--- src/rtl/tw_pkg.sv ---
package tw_pkg;

  typedef enum logic [3:0] {
    ST_IDLE,
    ST_ADDR,
    ST_ADDR_ACK,
    ST_CMD,
    ST_CMD_ACK,
    ST_WDAT,
    ST_WDAT_ACK,
    ST_RDAT,
    ST_RDAT_ACK,
    ST_SKIP
  } tw_state_t;

  localparam logic [3:0] DEV_TYPE = 4'b0101;

  // address byte: type nibble in [7:4], strap nibble in [3:0]
  function automatic logic addr_match(input logic [7:0] b, input logic [3:0] strap);
    return (b[7:4] == DEV_TYPE) && (b[3:0] == strap);
  endfunction

  // opcodes that return a byte to the host
  function automatic logic is_read_op(input logic [7:0] c);
    return (c[7:4] == 4'b1001) || (c[7:4] == 4'b1011);
  endfunction

  // majority over the low n bits of a window
  function automatic logic vote(input logic [7:0] w, input int n);
    int ones;
    ones = 0;
    for (int i = 0; i < 8; i++) begin
      if (i < n && w[i]) ones++;
    end
    return (2 * ones) > n;
  endfunction

endpackage

--- src/rtl/tw_glitch_filter.sv ---
module tw_glitch_filter #(
  parameter int SYNC_STAGES = 2,
  parameter int TAPS        = 3
) (
  input  logic clk,
  input  logic rst_n,
  input  logic din,
  output logic dout
);
  logic [SYNC_STAGES-1:0] sync_q;
  logic [TAPS-1:0]        win_q;

  always_ff @(posedge clk or negedge rst_n) begin
    if (!rst_n) begin
      sync_q <= '1;
      win_q  <= '1;
      dout   <= 1'b1;
    end else begin
      sync_q <= {sync_q[SYNC_STAGES-2:0], din};
      win_q  <= {win_q[TAPS-2:0], sync_q[SYNC_STAGES-1]};
      dout   <= tw_pkg::vote(8'(win_q), TAPS);
    end
  end
endmodule

--- src/rtl/tw_cond_detect.sv ---
module tw_cond_detect (
  input  logic clk,
  input  logic rst_n,
  input  logic scl_f,
  input  logic sda_f,
  output logic scl_rise,
  output logic scl_fall,
  output logic start_evt,
  output logic stop_evt
);
  logic scl_q, sda_q;

  always_ff @(posedge clk or negedge rst_n) begin
    if (!rst_n) begin
      scl_q <= 1'b1;
      sda_q <= 1'b1;
    end else begin
      scl_q <= scl_f;
      sda_q <= sda_f;
    end
  end

  assign scl_rise  = scl_f & ~scl_q;
  assign scl_fall  = ~scl_f & scl_q;
  assign start_evt = scl_f & scl_q & sda_q & ~sda_f;
  assign stop_evt  = scl_f & scl_q & ~sda_q & sda_f;
endmodule

--- src/rtl/tw_frame_core.sv ---
module tw_frame_core
  import tw_pkg::*;
#(
  parameter int BYTE_BITS = 8
) (
  input  logic                 clk,
  input  logic                 rst_n,
  input  logic                 scl_rise,
  input  logic                 scl_fall,
  input  logic                 start_evt,
  input  logic                 stop_evt,
  input  logic                 sda_f,
  input  logic [3:0]           strap_addr,
  input  logic                 nv_busy,
  input  logic [BYTE_BITS-1:0] rd_data,
  output logic                 sda_oe,
  output logic                 cmd_valid,
  output logic [BYTE_BITS-1:0] cmd_byte,
  output logic                 data_valid,
  output logic [BYTE_BITS-1:0] data_byte,
  output logic                 rd_done,
  output logic                 rd_acked,
  output logic                 txn_end,
  output logic                 addr_hit,
  output logic                 bus_idle
);
  localparam int CW = $clog2(BYTE_BITS + 1);
  localparam logic [CW-1:0] LAST = CW'(BYTE_BITS);

  tw_state_t            state;
  logic [CW-1:0]        cnt;
  logic [BYTE_BITS-1:0] sh;
  logic [BYTE_BITS-1:0] tx;
  logic                 rd_mode;
  logic                 sel;
  logic                 byte_end;

  assign byte_end = scl_fall && (cnt == LAST);
  assign bus_idle = (state == ST_IDLE);

  always_ff @(posedge clk or negedge rst_n) begin
    if (!rst_n) begin
      state      <= ST_IDLE;
      cnt        <= '0;
      sh         <= '0;
      tx         <= '0;
      rd_mode    <= 1'b0;
      sel        <= 1'b0;
      sda_oe     <= 1'b0;
      cmd_valid  <= 1'b0;
      cmd_byte   <= '0;
      data_valid <= 1'b0;
      data_byte  <= '0;
      rd_done    <= 1'b0;
      rd_acked   <= 1'b0;
      txn_end    <= 1'b0;
      addr_hit   <= 1'b0;
    end else begin
      cmd_valid  <= 1'b0;
      data_valid <= 1'b0;
      rd_done    <= 1'b0;
      txn_end    <= 1'b0;
      addr_hit   <= 1'b0;
      if (start_evt) begin
        state  <= ST_ADDR;
        cnt    <= '0;
        sda_oe <= 1'b0;
        sel    <= 1'b0;
      end else if (stop_evt) begin
        state   <= ST_IDLE;
        cnt     <= '0;
        sda_oe  <= 1'b0;
        txn_end <= sel;
        sel     <= 1'b0;
      end else begin
        unique case (state)
          ST_ADDR, ST_CMD, ST_WDAT: begin
            if (scl_rise) begin
              sh  <= {sh[BYTE_BITS-2:0], sda_f};
              cnt <= cnt + 1'b1;
            end else if (byte_end) begin
              cnt <= '0;
              if (state == ST_ADDR) begin
                if (addr_match(sh, strap_addr) && !nv_busy) begin
                  sda_oe   <= 1'b1;
                  sel      <= 1'b1;
                  addr_hit <= 1'b1;
                  state    <= ST_ADDR_ACK;
                end else begin
                  state <= ST_SKIP;
                end
              end else if (state == ST_CMD) begin
                cmd_byte  <= sh;
                cmd_valid <= 1'b1;
                rd_mode   <= is_read_op(sh);
                sda_oe    <= 1'b1;
                state     <= ST_CMD_ACK;
              end else begin
                data_byte  <= sh;
                data_valid <= 1'b1;
                sda_oe     <= 1'b1;
                state      <= ST_WDAT_ACK;
              end
            end
          end
          ST_ADDR_ACK: begin
            if (scl_fall) begin
              sda_oe <= 1'b0;
              state  <= ST_CMD;
            end
          end
          ST_CMD_ACK: begin
            if (scl_fall) begin
              if (rd_mode) begin
                tx     <= rd_data;
                sda_oe <= ~rd_data[BYTE_BITS-1];
                state  <= ST_RDAT;
              end else begin
                sda_oe <= 1'b0;
                state  <= ST_WDAT;
              end
            end
          end
          ST_WDAT_ACK: begin
            if (scl_fall) begin
              sda_oe <= 1'b0;
              state  <= ST_SKIP;
            end
          end
          ST_RDAT: begin
            if (scl_rise) begin
              cnt <= cnt + 1'b1;
            end else if (byte_end) begin
              cnt    <= '0;
              sda_oe <= 1'b0;
              state  <= ST_RDAT_ACK;
            end else if (scl_fall) begin
              tx     <= {tx[BYTE_BITS-2:0], 1'b0};
              sda_oe <= ~tx[BYTE_BITS-2];
            end
          end
          ST_RDAT_ACK: begin
            if (scl_rise) begin
              rd_acked <= ~sda_f;
              rd_done  <= 1'b1;
              state    <= ST_SKIP;
            end
          end
          default: ;
        endcase
      end
    end
  end
endmodule

--- src/rtl/tw_slave_fe.sv ---
module tw_slave_fe #(
  parameter int SYNC_STAGES = 2,
  parameter int FILT_TAPS   = 3,
  parameter int BYTE_BITS   = 8
) (
  input  logic                 clk,
  input  logic                 rst_n,
  input  logic                 scl_i,
  input  logic                 sda_i,
  output logic                 sda_oe,
  input  logic [3:0]           strap_addr,
  input  logic                 nv_busy,
  input  logic [BYTE_BITS-1:0] rd_data,
  output logic                 cmd_valid,
  output logic [BYTE_BITS-1:0] cmd_byte,
  output logic                 data_valid,
  output logic [BYTE_BITS-1:0] data_byte,
  output logic                 rd_done,
  output logic                 rd_acked,
  output logic                 txn_end
);
  localparam int LINES = 2;

  logic [LINES-1:0] raw_in;
  logic [LINES-1:0] filt;
  logic scl_f, sda_f;
  logic scl_rise, scl_fall, start_evt, stop_evt;
  logic addr_hit, bus_idle;

  assign raw_in = {sda_i, scl_i};

  for (genvar g = 0; g < LINES; g++) begin : g_filt
    tw_glitch_filter #(
      .SYNC_STAGES(SYNC_STAGES),
      .TAPS       (FILT_TAPS)
    ) u_filt (
      .clk  (clk),
      .rst_n(rst_n),
      .din  (raw_in[g]),
      .dout (filt[g])
    );
  end

  assign scl_f = filt[0];
  assign sda_f = filt[1];

  tw_cond_detect u_cond (
    .clk      (clk),
    .rst_n    (rst_n),
    .scl_f    (scl_f),
    .sda_f    (sda_f),
    .scl_rise (scl_rise),
    .scl_fall (scl_fall),
    .start_evt(start_evt),
    .stop_evt (stop_evt)
  );

  tw_frame_core #(.BYTE_BITS(BYTE_BITS)) u_core (
    .clk       (clk),
    .rst_n     (rst_n),
    .scl_rise  (scl_rise),
    .scl_fall  (scl_fall),
    .start_evt (start_evt),
    .stop_evt  (stop_evt),
    .sda_f     (sda_f),
    .strap_addr(strap_addr),
    .nv_busy   (nv_busy),
    .rd_data   (rd_data),
    .sda_oe    (sda_oe),
    .cmd_valid (cmd_valid),
    .cmd_byte  (cmd_byte),
    .data_valid(data_valid),
    .data_byte (data_byte),
    .rd_done   (rd_done),
    .rd_acked  (rd_acked),
    .txn_end   (txn_end),
    .addr_hit  (addr_hit),
    .bus_idle  (bus_idle)
  );
endmodule

--- config.mk ---
export PLATFORM = sky130hd
export DESIGN_NAME = tw_slave_fe
export DESIGN_NICKNAME = d
export VERILOG_FILES = /design/src/rtl/tw_pkg.sv /design/src/rtl/tw_glitch_filter.sv /design/src/rtl/tw_cond_detect.sv /design/src/rtl/tw_frame_core.sv /design/src/rtl/tw_slave_fe.sv
export SDC_FILE = /design/constraint.sdc
export NUM_CORES = 1
export LEC_CHECK = 0
export ABC_AREA = 1
export BUFFER_PORTS_ARGS = -buffer_cell sky130_fd_sc_hd__buf_2
export CAP_MARGIN = 30
export CORE_MARGIN = 2
export CORE_UTILIZATION = 57
export DETAILED_ROUTE_END_ITERATION = 12
export GPL_TIMING_DRIVEN = 1
export PLACE_DENSITY = 0.86
export REMOVE_ABC_BUFFERS = 1
export SETUP_SLACK_MARGIN = 0.15
export SYNTH_ARGS = -nofsm -noshare
export SYNTH_HDL_FRONTEND = slang
export SYNTH_SLANG_ARGS = --single-unit
--- constraint.sdc ---
create_clock -name clk -period 1.6 [get_ports clk]
set_input_delay 0 -clock clk [delete_from_list [all_inputs] [get_ports clk]]
set_output_delay 0 -clock clk [all_outputs]
set_load 0.02 [all_outputs]
[Word-level counts from Yosys, hierarchy flattened]
Index checks and enable logic that the tools add are counted.
Operators by class
  bitwise gates (word level): 18
  equality and inequality tests: 30
  order comparisons: 2
  multiplexer cells: 71
  reductions and logical operators: 26
  $add $sub $neg: 5
Operators with widths (number)
  31-bit 2-to-1 mux: 4
  4-bit 2-to-1 mux: 17
  32-bit by 3-bit > comparator with 1-bit output (second input constant): 2
  31-bit by 2-bit adder with 31-bit output (second input constant): 2
  1-bit 2-to-1 mux: 40
  7-bit 2-to-1 mux: 5
  4-bit case mux with 6 select lines: 1
  4-bit by 3-bit equality test with 1-bit output (second input constant): 5
  4-bit by 3-bit != test with 1-bit output (second input constant): 5
  4-bit equality test (second input constant): 4
  8-bit AND reduction: 2
  3-bit nonzero test: 5
  7-bit case mux with 2 select lines: 1
  7-bit AND reduction: 2
  4-bit != test (second input constant): 3
  1-bit inverter: 11
  9-bit AND reduction: 1
  4-bit by 2-bit equality test with 1-bit output (second input constant): 2
  4-bit AND reduction: 2
  8-bit nonzero test: 1
  1-bit bitwise AND: 7
  2-bit by 1-bit != test with 1-bit output (second input constant): 3
  6-bit nonzero test: 1
  5-bit by 3-bit != test with 1-bit output (second input constant): 1
  20 further kinds: 25
Word-level totals
  input port bits: 17
  register bits: 61
  logic and storage cells: 174
  output and inout port bits: 22

[Logic depth before layout (Yosys ltp)]
  depth in word-level cells: 10
  depth in mapped cells: 12
  gate-level depth less buffers: 11

[Modules after synthesis]
From an unflattened synthesis, not the netlist that was laid out.
Unflattened totals
  cell total of the unflattened synthesis: 358
  area, all modules: 3045.4 sq um
By module, submodules not included
  tw_frame_core: area each 2526.2 sq um, sequential area each 1201.2 sq um, cells each 313, instances 1
  tw_glitch_filter: area each 212.7 sq um, sequential area each 157.7 sq um, cells each 16, instances 2
  tw_cond_detect: area each 93.8 sq um, sequential area each 52.6 sq um, cells each 13, instances 1

[Worst setup path before layout]
No wires, ideal clock.
  path kind: register to register
  from: register u_cond.scl_q
  to: register u_core.state[3]
  cell stages (with the launch flop): 11
  slack: 0.129 ns
  period minus slack after synthesis: 1.471 ns
  buffers on the path: 1
  data required time: 1.483 ns
  setup time: 0.117 ns
  data arrival time: 1.353 ns
  cell sequence: dfstp_2 -> nand3_1 -> nand2_1 -> nand2_1 -> buf_2 -> nand3_1 -> nand3_2 -> nor2_4 -> inv_2 -> nand2_1 -> nand2_1
Between the ends
  longest elaborated chain between the ends: 5
  elaborated cells between the ends (all ways): 21
  classes of those cells: eq/ne: 8; mux: 2; bitwise: 8; reduce/logical: 3
Ends and longest elaborated chain
  start: declaration: RTL line tw_cond_detect.sv:11  | logic scl_q, sda_q;
  start signal: assignment: RTL line tw_cond_detect.sv:18  | scl_q <= scl_f;
  1-bit bitwise AND: RTL line tw_cond_detect.sv:25, tw_cond_detect.sv:26
  1-bit bitwise AND (on tied branches) (2 in a row): RTL line tw_cond_detect.sv:25, tw_cond_detect.sv:26
  4-bit by 3-bit != test with 1-bit output (no source line) (tied with other cells)
  9-bit AND reduction (no source line) or 4-bit 2-to-1 mux (tied branches)
  end signal: assignment: RTL line tw_frame_core.sv:43  | state <= ST_IDLE;
  end signal: assignment: RTL line tw_frame_core.sv:65  | state <= ST_ADDR;
  end signal: assignment: RTL line tw_frame_core.sv:70  | state <= ST_IDLE;
  end: declaration: RTL line tw_frame_core.sv:30  | tw_state_t state;
Parallel ways exist; a longest one is shown, timed or not.
A chain may end at the register's enable or synchronous reset.

[Final worst setup path]
  from: register u_cond.sda_q
  to: register u_core.state[0]
Between the ends
  longest elaborated chain between the ends: 5
  elaborated cells between the ends (all ways): 17
  classes of those cells: eq/ne: 8; mux: 2; bitwise: 5; reduce/logical: 2
Ends and longest elaborated chain
  start: declaration: RTL line tw_cond_detect.sv:11
  start signal: assignment: RTL line tw_cond_detect.sv:16  | sda_q <= 1'b1;
  start signal: assignment: RTL line tw_cond_detect.sv:19  | sda_q <= sda_f;
  1-bit inverter: RTL line tw_cond_detect.sv:26  | assign stop_evt = scl_f & scl_q & ~sda_q & sda_f;
  1-bit bitwise AND (2 in a row): RTL line tw_cond_detect.sv:26
  4-bit by 3-bit != test with 1-bit output (no source line) (tied with other cells)
  9-bit AND reduction (no source line) or 4-bit 2-to-1 mux (tied branches)
Parallel ways exist; a longest one is shown, timed or not.

==> impl_metrics.csv <==
group,metric,value,unit
die,die-area,0.005733,sq mm
die,rows,26,
pwr,swShare,0.3887,
sta,hold_viol,0,
sta,finalCritPeriodShare,1.021,
finish,antenna_cells,0,
pwr,pwr-share-seq,0.343,
sta,slew_violations,0,
sta,fin_setup_tns,-190.3,ps
pwr,power_density,1488,mW/mm^2
setup_path,endpoint_kind,"register",
clocking,clkSinkCount,61,
yosys,synthCells,328,
placed_design,gp_congestion,0.8305,
sta,worst_slew_pin_slew,364.7,ps
setup_path,worstPathRequired,1830,ps
clocking,cts_tree,"done",
yosys,seq_area_frac_synth,0.5267,
global_routing,grt_usage,0.2438,
sta,timing.final.crit_period,1633,ps
finish,stdcell_count,489,
job,maxCapViolCount,0,
finish,fin_area,0.004096,sq mm
placed_design,io_buffers,38,
detailed_routing,post_drt_wl_per_cell,15.27,microns
clocking,cts-buffers-inserted,9,
pwr,pwr-share-comb,0.398,
sta,rsz0062_at_grt,"true",
pwr,switching_power,2369,uW
sta,slew_headroom,0.7555,
global_routing,grt_pass1_vias,2290,
finish,drive_gt1_frac,0.4272,
sta,fin_ws,-32.95,ps
sta,setup_viol,15,
detailed_routing,via_per_inst,5.307,
setup_path,start_kind,"register",
die,io_pins,39,
detailed_routing,antenna_left,0,
placed_design,placed_cell_area,0.003267,sq mm
detailed_routing,drt-total-wl,7468,microns
outcome,violations,"setup timing",
die,die_y,75.72,microns
clocking,cts_buffer_depth,2,
finish,layout_common_cells,"nand2_1, dfrtp_1, buf_2",
clocking,clkTransAtPathRegs,80,ps
pwr,intPower,3726,uW
placed_design,dp_cells,439,
yosys,synth.distinct_cells,36,
pwr,p_leak,0.002041,uW
clocking,htreeDepth,3,
yosys,ys_warn_count,0,
detailed_routing,drt_pass1_iterations,5,
detailed_routing,vias,2595,
setup_path,path_class,"reg -> reg",
setup_path,cp.arrival,1870,ps
pwr,vdd_drop_max,0.001120,V
die,core,0.005042,sq mm
yosys,synth_seq_cells,61,
clocking,root_buffer,"clkbuf_8",
global_routing,overflow,0,
finish,final_common_cell,"nand2_1",
detailed_routing,drcViolationCount,0,
global_routing,grt_max_degree,62,
pwr,pwr-share-clk,0.258,
finish,fin_nets,437,
min_path,min_path_type,"in -> async",
global_routing,antenna_found_initial,0,
sta,fin_skew,12.54,ps
sta,clock.fmax,0.6124,GHz
global_routing,grt_pass1_wl,10120,microns
outcome,status,"finished with violations",
yosys,netlist_area,0.002932,sq mm
detailed_routing,drtIter0Drc,202,
setup_path,crit_fanout,5,
clocking,clock_latency,350,ps
finish,n_fill_cell,278,
yosys,avgSynthCellArea,8.938,sq um
die,die_x,75.72,microns
placed_design,hpwl,4002,microns
finish,area_growth,39.74,%
die,start_util,0.5814,
[state kept, by name, indices dropped and copies added, names as in the netlist]
signal and count:
g_filt.u_filt.dout 2, u_core.cmd_valid 1, u_core.rd_acked 1, u_core.cnt 4, u_core.state 4, g_filt.u_filt.win_q 6, u_core.data_byte 8, u_core.tx 7
u_core.sel 1, u_core.sda_oe 1, u_core.rd_done 1, u_core.txn_end 1, u_cond.scl_q 1, u_core.rd_mode 1, u_core.sh 8, u_core.cmd_byte 8
u_core.data_valid 1, u_cond.sda_q 1, g_filt.u_filt.sync_q 4
[cell families after synthesis]
logic type | after synthesis | share of synthesized area
AOI/OAI and AO/OA | 56 | 0.1165
xor gates and xnor gates | 1 | 0.002988
adders and majority gates | 6 | 0.02561
buffers and inverters | 47 | 0.07127
DFF | 61 | 0.5267
muxes | 6 | 0.02049
and+or+nand+nor | 151 | 0.2364
[final cells by class]
cell class                 count  area [sq um]  share of cell area
tap                           70         87.58             0.02138
clock inverter                 6         93.84             0.02291
inverter                      39         163.9             0.04001
clock buffer                  10         137.6             0.03360
sequential                    61          1548              0.3778
multi-input combinational    220          1434              0.3500
timing repair buffer          83         631.9              0.1542
[worst max-delay path, stage by stage, from the launching register on]
cell and delay [ps]:
dfstp_2 560, inv_1 70, nor2_1 160, nand2_2 100, nand2_4 120, nor2_4 50, nand2_2 60, nand3_2 80
nor2_4 130, inv_2 70, nand2_1 70, nand2_1 50
[repair_timing]
action | in CTS | in global routing
pin swaps | 8 | 19
gates resized for setup | 17 | 71
endpoints found under the setup margin | 30 | 46
endpoints found under the hold margin | 70 | 0
setup buffers | 8 | 15
hold buffers | 10 | 0
gates cloned | 0 | 1
[worst paths after layout]
check                                                  endpoint  cells after the start                                 start  slack (ps)
setup / recovery                    u_core.state[0]$_DFFE_PN0P_                     11                u_cond.sda_q$_DFF_PN1_         -30
hold / removal                         u_core.tx[0]$_DFFE_PN0P_                      3                                 rst_n         190
setup reg to reg                    u_core.state[0]$_DFFE_PN0P_                     11                u_cond.sda_q$_DFF_PN1_         -30
hold reg to reg            g_filt[1].u_filt.sync_q[1]$_DFF_PN1_                      0  g_filt[1].u_filt.sync_q[0]$_DFF_PN1_         350
max in group asynchronous       g_filt[0].u_filt.dout$_DFF_PN1_                      3                                 rst_n        1110
min in group clk                      u_core.sda_oe$_DFFE_PN0P_                      6                            rd_data[7]         210
[through the flow]
step                total power, uW  utilization  setup WS, ps  hold slack [ps]
floorplan                      3288            -        -82.28           -295.6
global placement               3751       0.6479         3.513            24.99
detailed placement             3818       0.6479        -76.28            31.06
CTS                            5528       0.7360         49.06            85.97
global route                   6432       0.8124        -160.1            229.6
finish                         6095       0.8124        -32.95            188.4
[Yosys cell counts]
cell type | number | area share
nand2_1 | 90 | 0.12
dfrtp_1 | 47 | 0.40
inv_1 | 33 | 0.042
o21ai_0 | 27 | 0.046
nor2_1 | 24 | 0.031
dfstp_2 | 14 | 0.13
nand3_1 | 12 | 0.020
o21ai_1 | 9 | 0.015
nand2_2 | 7 | 0.015
o21ai_2 | 7 | 0.021
a21oi_1 | 6 | 0.010
ha_1 | 6 | 0.026
inv_2 | 6 | 0.0077
mux2i_1 | 6 | 0.020
nor2_2 | 5 | 0.011
buf_6 | 3 | 0.012
buf_2 | 2 | 0.0034
buf_4 | 2 | 0.0051
nand3_2 | 2 | 0.0068
nand3b_1 | 2 | 0.0051
nor3_1 | 2 | 0.0034
or2_2 | 2 | 0.0043
a21oi_2 | 1 | 0.0030
a21oi_4 | 1 | 0.0055
a31oi_1 | 1 | 0.0021
clkbuf_1 | 1 | 0.0013
nand2_4 | 1 | 0.0038
nand3_4 | 1 | 0.0060
nand4_2 | 1 | 0.0043
nor2_4 | 1 | 0.0038
nor2_8 | 1 | 0.0068
o2111ai_2 | 1 | 0.0051
o21a_1 | 1 | 0.0026
o21bai_1 | 1 | 0.0026
o41ai_1 | 1 | 0.0030
xor2_1 | 1 | 0.0030
[routing by layer]
| layer | vias to the layer above | share of wire | track usage |
|---|---|---|---|
| li1 | 1223 | - | - |
| met1 | 1252 | 0.38 | 0.2990 |
| met2 | 95 | 0.54 | 0.3981 |
| met3 | 25 | 0.044 | 0.07540 |
| met4 | 0 | 0.033 | 0.1092 |
| met5 | - | 0 | 0 |
[power groups by stage]
stage / Sequential [uW] / Clock [uW] / Combinational (uW)
2_1_floorplan: 2090 / 0 / 1200
3_3_place_gp: 2060 / 0 / 1690
3_5_place_dp: 2070 / 0 / 1750
4_1_cts: 2070 / 1580 / 1870
5_1_grt: 2110 / 1640 / 2680
6_report: 2090 / 1570 / 2430
Power figures use the tool's default switching activity.
